===== src/rtl/dac_fe_pkg.sv =====
package dac_fe_pkg;

  typedef enum logic {
    CLR_ZERO = 1'b0,
    CLR_MID  = 1'b1
  } clear_sel_e;

  localparam int unsigned STB_N = 4;
  localparam int unsigned SYNC_STAGES = 2;

  // strobe polarity: bit set = falling edge active (blocks when low)
  localparam logic [STB_N-1:0] STB_FALL_MASK = 4'b0100;

endpackage


===== src/rtl/dac_fe_sync.sv =====
module dac_fe_sync #(
  parameter int unsigned WIDTH = 1,
  parameter logic [WIDTH-1:0] RST_VAL = '0
) (
  input  logic             clk_i,
  input  logic             rst_ni,
  input  logic [WIDTH-1:0] d_i,
  output logic [WIDTH-1:0] q_o
);

  logic [WIDTH-1:0] meta_q;
  logic [WIDTH-1:0] sync_q;

  for (genvar i = 0; i < WIDTH; i++) begin : g_bit
    always_ff @(posedge clk_i or negedge rst_ni) begin
      if (!rst_ni) begin
        meta_q[i] <= RST_VAL[i];
        sync_q[i] <= RST_VAL[i];
      end else begin
        meta_q[i] <= d_i[i];
        sync_q[i] <= meta_q[i];
      end
    end
  end

  assign q_o = sync_q;

endmodule


===== src/rtl/dac_fe_rst_sync.sv =====
module dac_fe_rst_sync (
  input  logic clk_i,
  input  logic arst_ni,
  output logic rst_no
);

  logic [dac_fe_pkg::SYNC_STAGES-1:0] stage_q;

  always_ff @(posedge clk_i or negedge arst_ni) begin
    if (!arst_ni) stage_q <= '0;
    else          stage_q <= {stage_q[dac_fe_pkg::SYNC_STAGES-2:0], 1'b1};
  end

  assign rst_no = stage_q[dac_fe_pkg::SYNC_STAGES-1];

endmodule


===== src/rtl/dac_fe_strobe.sv =====
module dac_fe_strobe #(
  parameter int unsigned N = dac_fe_pkg::STB_N,
  parameter logic [N-1:0] FALL_MASK = dac_fe_pkg::STB_FALL_MASK
) (
  input  logic         clk_i,
  input  logic         rst_ni,
  input  logic [N-1:0] stb_i,
  output logic         shift_o
);

  logic [N-1:0] norm;
  logic         comp;
  logic         comp_q;

  // normalise every strobe to "high = blocking / past its edge"
  for (genvar i = 0; i < N; i++) begin : g_pol
    if (FALL_MASK[i]) begin : g_fall
      assign norm[i] = ~stb_i[i];
    end else begin : g_rise
      assign norm[i] = stb_i[i];
    end
  end

  assign comp = |norm;

  // reset high: no spurious edge while synchronizers settle
  always_ff @(posedge clk_i or negedge rst_ni) begin
    if (!rst_ni) comp_q <= 1'b1;
    else         comp_q <= comp;
  end

  assign shift_o = comp & ~comp_q;

  p_single_pulse_r2: assert property (@(posedge clk_i) disable iff (!rst_ni)
    shift_o |=> !shift_o);

  p_blocked_r4: assert property (@(posedge clk_i) disable iff (!rst_ni)
    (comp && $stable(comp)) |-> !shift_o);

endmodule


===== src/rtl/dac_fe_regs.sv =====
module dac_fe_regs #(
  parameter int unsigned W = 16,
  parameter logic [W-1:0] CLR_VAL = '0
) (
  input  logic         clk_i,
  input  logic         rst_ni,
  input  logic         regs_rst_ni,
  input  logic         shift_i,
  input  logic         sdata_i,
  input  logic         load_i,
  output logic [W-1:0] word_o,
  output logic         sdata_o
);

  logic [W-1:0] in_q;
  logic [W-1:0] dac_q;
  logic         sout_q;

  always_ff @(posedge clk_i or negedge regs_rst_ni) begin
    if (!regs_rst_ni) begin
      in_q   <= CLR_VAL;
      sout_q <= 1'b0;
    end else if (shift_i) begin
      in_q   <= {in_q[W-2:0], sdata_i};
      sout_q <= in_q[W-1];
    end
  end

  // reads in_q before any same-cycle shift lands
  always_ff @(posedge clk_i or negedge regs_rst_ni) begin
    if (!regs_rst_ni)  dac_q <= CLR_VAL;
    else if (load_i)   dac_q <= in_q;
  end

  assign word_o  = dac_q;
  assign sdata_o = sout_q;

  p_clear_value_r7: assert property (@(posedge clk_i) disable iff (!rst_ni)
    !regs_rst_ni |-> (dac_q == CLR_VAL && in_q == CLR_VAL && !sout_q));

  p_hold_no_load_r6: assert property (@(posedge clk_i) disable iff (!regs_rst_ni)
    !load_i |=> $stable(dac_q));

  p_pre_shift_load_r9: assert property (@(posedge clk_i) disable iff (!regs_rst_ni)
    load_i |=> dac_q == $past(in_q));

  p_sdo_delay_r5: assert property (@(posedge clk_i) disable iff (!regs_rst_ni)
    shift_i |=> sout_q == $past(in_q[W-1]));

  p_no_shift_r4: assert property (@(posedge clk_i) disable iff (!regs_rst_ni)
    !shift_i |=> ($stable(in_q) && $stable(sout_q)));

endmodule


===== src/rtl/serial_dac_frontend.sv =====
module serial_dac_frontend #(
  parameter int unsigned WORD_W = 16,
  parameter dac_fe_pkg::clear_sel_e CLEAR_MODE = dac_fe_pkg::CLR_ZERO
) (
  input  logic              clk_i,
  input  logic              rst_ni,
  input  logic              clear_ni,
  input  logic              strobe_a_i,
  input  logic              strobe_b_i,
  input  logic              strobe_c_i,
  input  logic              strobe_d_i,
  input  logic              sdi_i,
  input  logic              load_a_ni,
  input  logic              load_b_ni,
  output logic              sdo_o,
  output logic [WORD_W-1:0] dac_code_o
);

  import dac_fe_pkg::*;

  localparam logic [WORD_W-1:0] CLR_VAL =
    (CLEAR_MODE == CLR_MID) ? {1'b1, {(WORD_W-1){1'b0}}} : '0;
  // pin bundle: {load_b, load_a, sdi, strobes[3:0]}
  localparam int unsigned PIN_N = STB_N + 3;
  localparam logic [PIN_N-1:0] PIN_RST = {2'b11, 1'b0, STB_FALL_MASK};

  logic [PIN_N-1:0] pins_raw;
  logic [PIN_N-1:0] pins_s;
  logic             shift;
  logic             load_en;
  logic             regs_rst_n;
  logic             clr_arst_n;

  assign pins_raw = {load_b_ni, load_a_ni, sdi_i,
                     strobe_d_i, strobe_c_i, strobe_b_i, strobe_a_i};

  dac_fe_sync #(.WIDTH(PIN_N), .RST_VAL(PIN_RST)) u_pin_sync (
    .clk_i (clk_i),
    .rst_ni(rst_ni),
    .d_i   (pins_raw),
    .q_o   (pins_s)
  );

  assign clr_arst_n = rst_ni & clear_ni;

  dac_fe_rst_sync u_clr_sync (
    .clk_i  (clk_i),
    .arst_ni(clr_arst_n),
    .rst_no (regs_rst_n)
  );

  dac_fe_strobe #(.N(STB_N), .FALL_MASK(STB_FALL_MASK)) u_strobe (
    .clk_i  (clk_i),
    .rst_ni (rst_ni),
    .stb_i  (pins_s[STB_N-1:0]),
    .shift_o(shift)
  );

  assign load_en = ~pins_s[STB_N+1] & ~pins_s[STB_N+2];

  dac_fe_regs #(.W(WORD_W), .CLR_VAL(CLR_VAL)) u_regs (
    .clk_i      (clk_i),
    .rst_ni     (rst_ni),
    .regs_rst_ni(regs_rst_n),
    .shift_i    (shift),
    .sdata_i    (pins_s[STB_N]),
    .load_i     (load_en),
    .word_o     (dac_code_o),
    .sdata_o    (sdo_o)
  );

  p_load_two_pins_r6: assert property (@(posedge clk_i) disable iff (!rst_ni)
    load_en |-> ($past(!load_a_ni, 2) && $past(!load_b_ni, 2)));

  p_clear_prio_r8: assert property (@(posedge clk_i) disable iff (!rst_ni)
    !clear_ni |-> dac_code_o == CLR_VAL);

endmodule


===== config.mk =====
export PLATFORM = sky130hd
export DESIGN_NAME = serial_dac_frontend
export DESIGN_NICKNAME = d
export VERILOG_FILES = /design/src/rtl/dac_fe_pkg.sv /design/src/rtl/dac_fe_sync.sv /design/src/rtl/dac_fe_rst_sync.sv /design/src/rtl/dac_fe_strobe.sv /design/src/rtl/dac_fe_regs.sv /design/src/rtl/serial_dac_frontend.sv
export SDC_FILE = /design/constraint.sdc
export NUM_CORES = 1
export LEC_CHECK = 0
export BUFFER_PORTS_ARGS = -buffer_cell sky130_fd_sc_hd__buf_4
export CORE_AREA = 2 2 50 70
export CTS_CLUSTER_DIAMETER = 60
export DETAILED_ROUTE_END_ITERATION = 16
export DIE_AREA = 0 0 52 72
export PLACE_DENSITY = 0.79
export SLEW_MARGIN = 10
export SYNTH_ARGS = -nofsm -noshare
export SYNTH_HDL_FRONTEND = slang
export SYNTH_SLANG_ARGS = --single-unit

===== constraint.sdc =====
create_clock -name clk_i -period 1.6 [get_ports clk_i]
set_input_delay 0.32 -clock clk_i [delete_from_list [all_inputs] [get_ports clk_i]]
set_output_delay 0.32 -clock clk_i [all_outputs]
set_load 0.1 [all_outputs]

==> results.ini, run 1 <==
[outcome]
status = finished clean

[floorplanning]
io-pin-count = 27
fp-row-count = 24
coreArea_um2 = 3090
dieWidth_um = 52
die_area_um2 = 3740
die_h_um = 72
initial_core_util = 0.565

[routing]
top_layer = met4
drtIter0Drc = 10
wl_per_cell_um = 14.7
drc_errors = 0
dr_wl_met2_mm = 1.31
vias_per_cell = 5.01
ant_nets = 0
drt_wl_total_mm = 2.46
num_vias = 842
drt_first_pass_iters = 2
m1WireLength_um = 951
route.met3.wl_um = 132

[timing]
rsz0062_at_grt = true
post-route-min-period_ps = 1600
fin_ws_ps = 1.21
fmax_mhz = 625
hold_violations = 0
fin_crit_sh = 0.999
hold-worst-slack_ps = 125
drv_slew = 0
finClkSkew_ps = 4.56
setup_viol = 0
final.setup.tns_ps = 0

[layout]
fillerInstances = 222
syn2layout_area_growth_pct = 20.5
fin_nets = 138
drive_gt1_frac = 0.605
stdcell_area_um2 = 2100
fin_util = 0.680
regArea_um2 = 1260
multiInputGateArea_um2 = 478
n_antenna_cell = 0
layout.cells.non_filler = 168

[power_and_ir_drop]
ir_worst_vdd_uv = 1260
p_per_area_nw_per_um2 = 1280
leakage_nw = 1.06
finalPower_mw = 2.69

[grt]
grt_pass1_wl_mm = 4.21
grt_pass1_vias = 913
grt_antenna_before_repair = 0
grt_overflow_total = 0
grtUsageTotal = 0.162
grt_max_degree = 34

[run]
drv_cap = 0

[synth]
yosysSeqAreaShare = 0.721
synth_largest_area_cell = dfrtp_1
synth_cell_types = 12
syn-cell-area_um2 = 1750
synth_cells = 91
synthTopCellsByArea = dfrtp_1 (62%), mux2_2 (15%), dfstp_2 (11%)
syn-num-nets = 101
yosys_warnings = 0
ys_ff_latch = 50
synth_top_area_frac = 0.616
syn_area_per_cell_um2 = 19.2

[clocking]
cts_tree = done
clock-sinks = 50
cts_buffer_depth = 2
h-tree-depth = 2
insertion_delay_ps = 300
cts_root_buffer = clkbuf_8
clk_pin_slew_worst_paths_ps = 80
numCtsBuffers = 5

[place]
hpwl_mm = 1.64
dpl_cell_area_um2 = 1980
post-place-ws_ps = -23.6
gp_congestion = 0.726
io_buffers = 26
placed_cells = 156

[min_path]
min_path_type = in -> reg
hp-start = strobe_d_i
holdPathEnd = u_pin_sync.meta_q[3]
worstHoldPathCells = 1

[setup_path]
crit_family = simple AND/OR/NAND/NOR gates
path_buf_inv = 0
worst-setup-path-type = reg -> reg
timing.rr.end = u_regs.in_q[9]
cp.required_ps = 1780
crit_chain = or4b_4 -> nor2b_4 -> mux2_4
worstPathArrival_ps = 1780
r2r-start = u_pin_sync.q_o[2]
worst-r2r-setup-slack_ps = 1
cp_max_fo = 5
slowest_delay_ps = 520
slowest_stage = dfstp_2
worst_setup_path_start_kind = flip-flop
r2r_cells = 3
end_kind = flip-flop

-- cells in the mapped netlist --
| cell | number |
|---|---|
| and2_1 | 1 |
| buf_12 | 1 |
| buf_2 | 1 |
| buf_6 | 1 |
| conb_1 | 1 |
| dfrtp_1 | 43 |
| dfstp_2 | 7 |
| mux2_2 | 23 |
| mux2_4 | 10 |
| nor2_1 | 1 |
| nor2b_4 | 1 |
| or4b_4 | 1 |
-- repair_timing --
item / CTS / global route
cloned: 2 / 0
hold endpoints to repair: 10 / 0
hold buffers: 2 / 0
resized for setup: 2 / 0
setup buffers: 0 / 0
setup endpoints to repair: 16 / 14
-- how the worst max path moves through the flow --
stage	end	slack, ps	startpoint	cells past startpoint
5_1_grt	u_regs.in_q[7]	-20	u_pin_sync.q_o[2]	3
6_report	u_regs.in_q[9]	1	u_pin_sync.q_o[2]	3
2_1_floorplan	u_regs.in_q[10]	-140	u_pin_sync.q_o[2]	5
4_1_cts	u_regs.in_q[7]	-0.3	u_pin_sync.q_o[2]	3
3_5_place_dp	u_regs.in_q[7]	-20	u_pin_sync.q_o[2]	3
3_3_place_gp	u_regs.in_q[9]	0.2	u_pin_sync.q_o[2]	3
-- sequential cells by signal, summed over array words and instances (netlist names) --
name / flops
u_regs.in_q: 16
u_pin_sync.meta_q: 7
u_pin_sync.q_o: 7
u_clr_sync.stage_q: 2
u_strobe.comp_q: 1
u_regs.word_o: 16
u_regs.sdata_o: 1
-- cells by family after synthesis --
group / Yosys count / share of synthesized area
buf+inv: 3 / 0.0208
mux: 33 / 0.234
other cells: 1 / 0.00215
simple gates: 4 / 0.0215
flops: 50 / 0.721
-- layout make-up --
| type | count | area share |
|---|---|---|
| repair buffers | 31 | 0.113 |
| clock buffers | 8 | 0.0380 |
| well taps | 39 | 0.0232 |
| multi-input cells | 40 | 0.227 |
| flip-flops and latches | 50 | 0.599 |
-- power breakdown --
| group | internal [mW] | switching, mW | leakage (nW) |
|---|---|---|---|
| combinational | 0.158 | 0.417 | 0.380 |
| clock | 0.311 | 0.369 | 0.0395 |
| sequential | 1.38 | 0.0577 | 0.642 |
| total | 1.85 | 0.843 | 1.06 |
-- layer usage --
| layer | up-vias | track usage |
|---|---|---|
| li1 | 383 | - |
| met1 | 430 | 0.188 |
| met2 | 24 | 0.259 |
| met3 | 5 | 0.0576 |
| met4 | 0 | 0.0877 |
| met5 | - | 0 |
-- placed cells by master (no fill, tap or decap) --
master | synthesis | layout
clkbuf_8 | 0 | 5
dfstp_2 | 7 | 7
mux2_2 | 23 | 23
and2_1 | 1 | 1
clkbuf_1 | 0 | 3
dfrtp_1 | 43 | 43
conb_1 | 1 | 1
mux2_4 | 10 | 10
or4b_4 | 1 | 1
nor2b_4 | 1 | 3
nor2_1 | 1 | 1
dlygate4sd3_1 | 0 | 2
buf_4 | 0 | 29
Power figures use the tool's default switching activity.
==> run 2: changes to the inputs <==
- SETUP_SLACK_MARGIN: unset -> 0.02
==> run 2 against run 1 <==
  * Clock skew about the same
  * Sequential share of layout area decreased by 0.21 points
  * Setup slack gained 2.8 ps
  * Global-route usage is 0.087 points higher
  * Cell count rose by 0.60%
  * Non-clock buffer count increased by 1
  * Critical path depth stayed put
  * Die area unchanged
  * Flip-flop and latch count unchanged
  * Clock power about the same
  * First-iteration DRC count increased by 20%
  * Fmax up 0.18%
==> results.ini, run 2 (synthesized netlist as in run 1, its figures left out) <==
[grt]
grt_pass1_vias = 917  ; was 913
grt_antenna_before_repair = 0  ; unchanged
grt_overflow_total = 0  ; unchanged
grt_pass1_wl_mm = 4.24  ; was 4.21 mm
grtUsageTotal = 0.163  ; was 0.162
grt_max_degree = 34  ; unchanged

[setup_path]
slowest_stage = dfstp_2  ; unchanged
r2r_cells = 3  ; unchanged
worst-setup-path-type = reg -> reg  ; unchanged
worst-r2r-setup-slack_ps = 4  ; was 1 ps
worstPathArrival_ps = 1780  ; about the same
timing.rr.end = u_regs.in_q[7]  ; was u_regs.in_q[9]
cp_max_fo = 5  ; unchanged
end_kind = flip-flop  ; unchanged
cp.required_ps = 1780  ; about the same
crit_chain = or4b_4 -> nor2b_4 -> mux2_4  ; unchanged
slowest_delay_ps = 520  ; about the same
r2r-start = u_pin_sync.q_o[2]  ; unchanged
worst_setup_path_start_kind = flip-flop  ; unchanged

[routing]
wl_per_cell_um = 14.6  ; was 14.7 µm
drt_wl_total_mm = 2.46  ; unchanged
vias_per_cell = 4.99  ; was 5.01
drtIter0Drc = 12  ; was 10
ant_nets = 0  ; unchanged
drt_first_pass_iters = 2  ; unchanged
drc_errors = 0  ; unchanged
num_vias = 844  ; was 842

[layout]
fillerInstances = 221  ; was 222
n_antenna_cell = 0  ; unchanged
layout_commonest_cell = dfrtp_1  ; unchanged
mostFrequentLayoutCells = dfrtp_1 (43), buf_4 (30), mux2_2 (23)  ; was dfrtp_1 (43), buf_4 (29), mux2_2 (23)
multiInputGateArea_um2 = 478  ; unchanged
fin_nets = 139  ; was 138
syn2layout_area_growth_pct = 20.9  ; was 20.5%
drive_gt1_frac = 0.608  ; was 0.605
regArea_um2 = 1260  ; unchanged

[power_and_ir_drop]
power_frac_comb = 0.214  ; about the same
intPower_mw = 1.85  ; about the same
finalPower_mw = 2.69  ; about the same
pwr-share-seq = 0.534  ; about the same
p_sw_mw = 0.840  ; was 0.843 mW
leakage_nw = 1.07  ; was 1.06 nW
p_sw_frac = 0.313  ; about the same
p_per_area_nw_per_um2 = 1270  ; was 1280 nW/µm²
ir_worst_vdd_uv = 1250  ; was 1260 µV
p_clk_frac = 0.252  ; was 0.253

[timing]
fin_ws_ps = 4.04  ; was 1.21 ps
setup_viol = 0  ; unchanged
rsz0062_at_grt = true  ; unchanged
hold-worst-slack_ps = 125  ; about the same
drv_slew = 0  ; unchanged
post-route-min-period_ps = 1600  ; about the same
fmax_mhz = 627  ; was 625 MHz
fin_crit_sh = 0.997  ; was 0.999
finClkSkew_ps = 4.64  ; was 4.56 ps
hold_violations = 0  ; unchanged

[floorplanning]
die_h_um = 72  ; unchanged
fp-row-count = 24  ; unchanged
dieWidth_um = 52  ; unchanged
io-pin-count = 27  ; unchanged
initial_core_util = 0.565  ; unchanged
die_area_um2 = 3740  ; unchanged
coreArea_um2 = 3090  ; unchanged

[clocking]
clk_pin_slew_worst_paths_ps = 80  ; about the same
cts_buffer_depth = 2  ; unchanged
insertion_delay_ps = 300  ; about the same
clock-sinks = 50  ; unchanged
numCtsBuffers = 5  ; unchanged
cts_root_buffer = clkbuf_8  ; unchanged
cts_tree = done  ; unchanged
h-tree-depth = 2  ; unchanged

[min_path]
holdPathEnd = u_pin_sync.meta_q[3]  ; unchanged
worstHoldPathCells = 1  ; unchanged
min_path_type = in -> reg  ; unchanged
hp-start = strobe_d_i  ; unchanged

[outcome]
status = finished clean  ; unchanged

[place]
gp_congestion = 0.726  ; unchanged
post-place-ws_ps = -23.6  ; unchanged
io_buffers = 26  ; unchanged
hpwl_mm = 1.64  ; unchanged

[run]
drv_cap = 0  ; unchanged

run 2: changes by cell type in the layout (fill, tap and decap cells not counted), sizes merged:
cell	change
buf	+1
run 2: final cells by class:
cell class              count  area share
clock buffers               8      0.0379
well taps                  39      0.0231
multi-input cells          40       0.226
flip-flops and latches     50       0.597
repair buffers             32       0.116
run 2: worst max path at each step:
stage	cells after the start	start	slack, ps	endpoint
5_1_grt	3	u_pin_sync.q_o[2]	-20	u_regs.in_q[7]
3_3_place_gp	3	u_pin_sync.q_o[2]	0.2	u_regs.in_q[9]
6_report	3	u_pin_sync.q_o[2]	4	u_regs.in_q[7]
2_1_floorplan	5	u_pin_sync.q_o[2]	-140	u_regs.in_q[10]
4_1_cts	3	u_pin_sync.q_o[2]	3	u_regs.in_q[7]
3_5_place_dp	3	u_pin_sync.q_o[2]	-20	u_regs.in_q[7]
run 2: critical path: cells and delay by family, from the launching register on:
kind             cells  cell delay, ps
and+or+nand+nor      2             660
DFF                  1             520
muxes                1             300
run 2: power groups by stage:
stage / Sequential (mW) / Clock (mW) / Combinational (mW)
final: 1.43 / 0.676 / 0.576
after global routing: 1.45 / 0.764 / 0.596
after CTS: 1.44 / 0.699 / 0.584
after detailed placement: 1.46 / 0 / 0.574
after global placement: 1.45 / 0 / 0.565
after floorplan: 1.79 / 0 / 0.108
run 2: layer usage:
layer | global-route usage | up-vias | part of all wire
met4 | 0.0877 | 0 | 0.026
met1 | 0.191 | 430 | 0.39
met5 | 0 | - | 0
met3 | 0.0576 | 5 | 0.054
li1 | - | 385 | -
met2 | 0.259 | 24 | 0.53
run 2: metrics by stage:
stage	setup TNS (ps)	util	instances	area, µm²
after floorplan	-1430	-	91	1750
after global placement	0	0.639	156	1980
after detailed placement	-164	0.639	156	1980
after CTS	0	0.683	169	2110
after global routing	-98.0	0.683	169	2110
final	0	0.683	169	2110
run 2: repair_timing:
item,in CTS,in global routing
pin swaps,0,0
gates resized for setup,2,0
buffers inserted,1,0
endpoints found under the hold margin,10,0
hold buffers,2,0
gates cloned,2,0
setup endpoints to repair,17,17
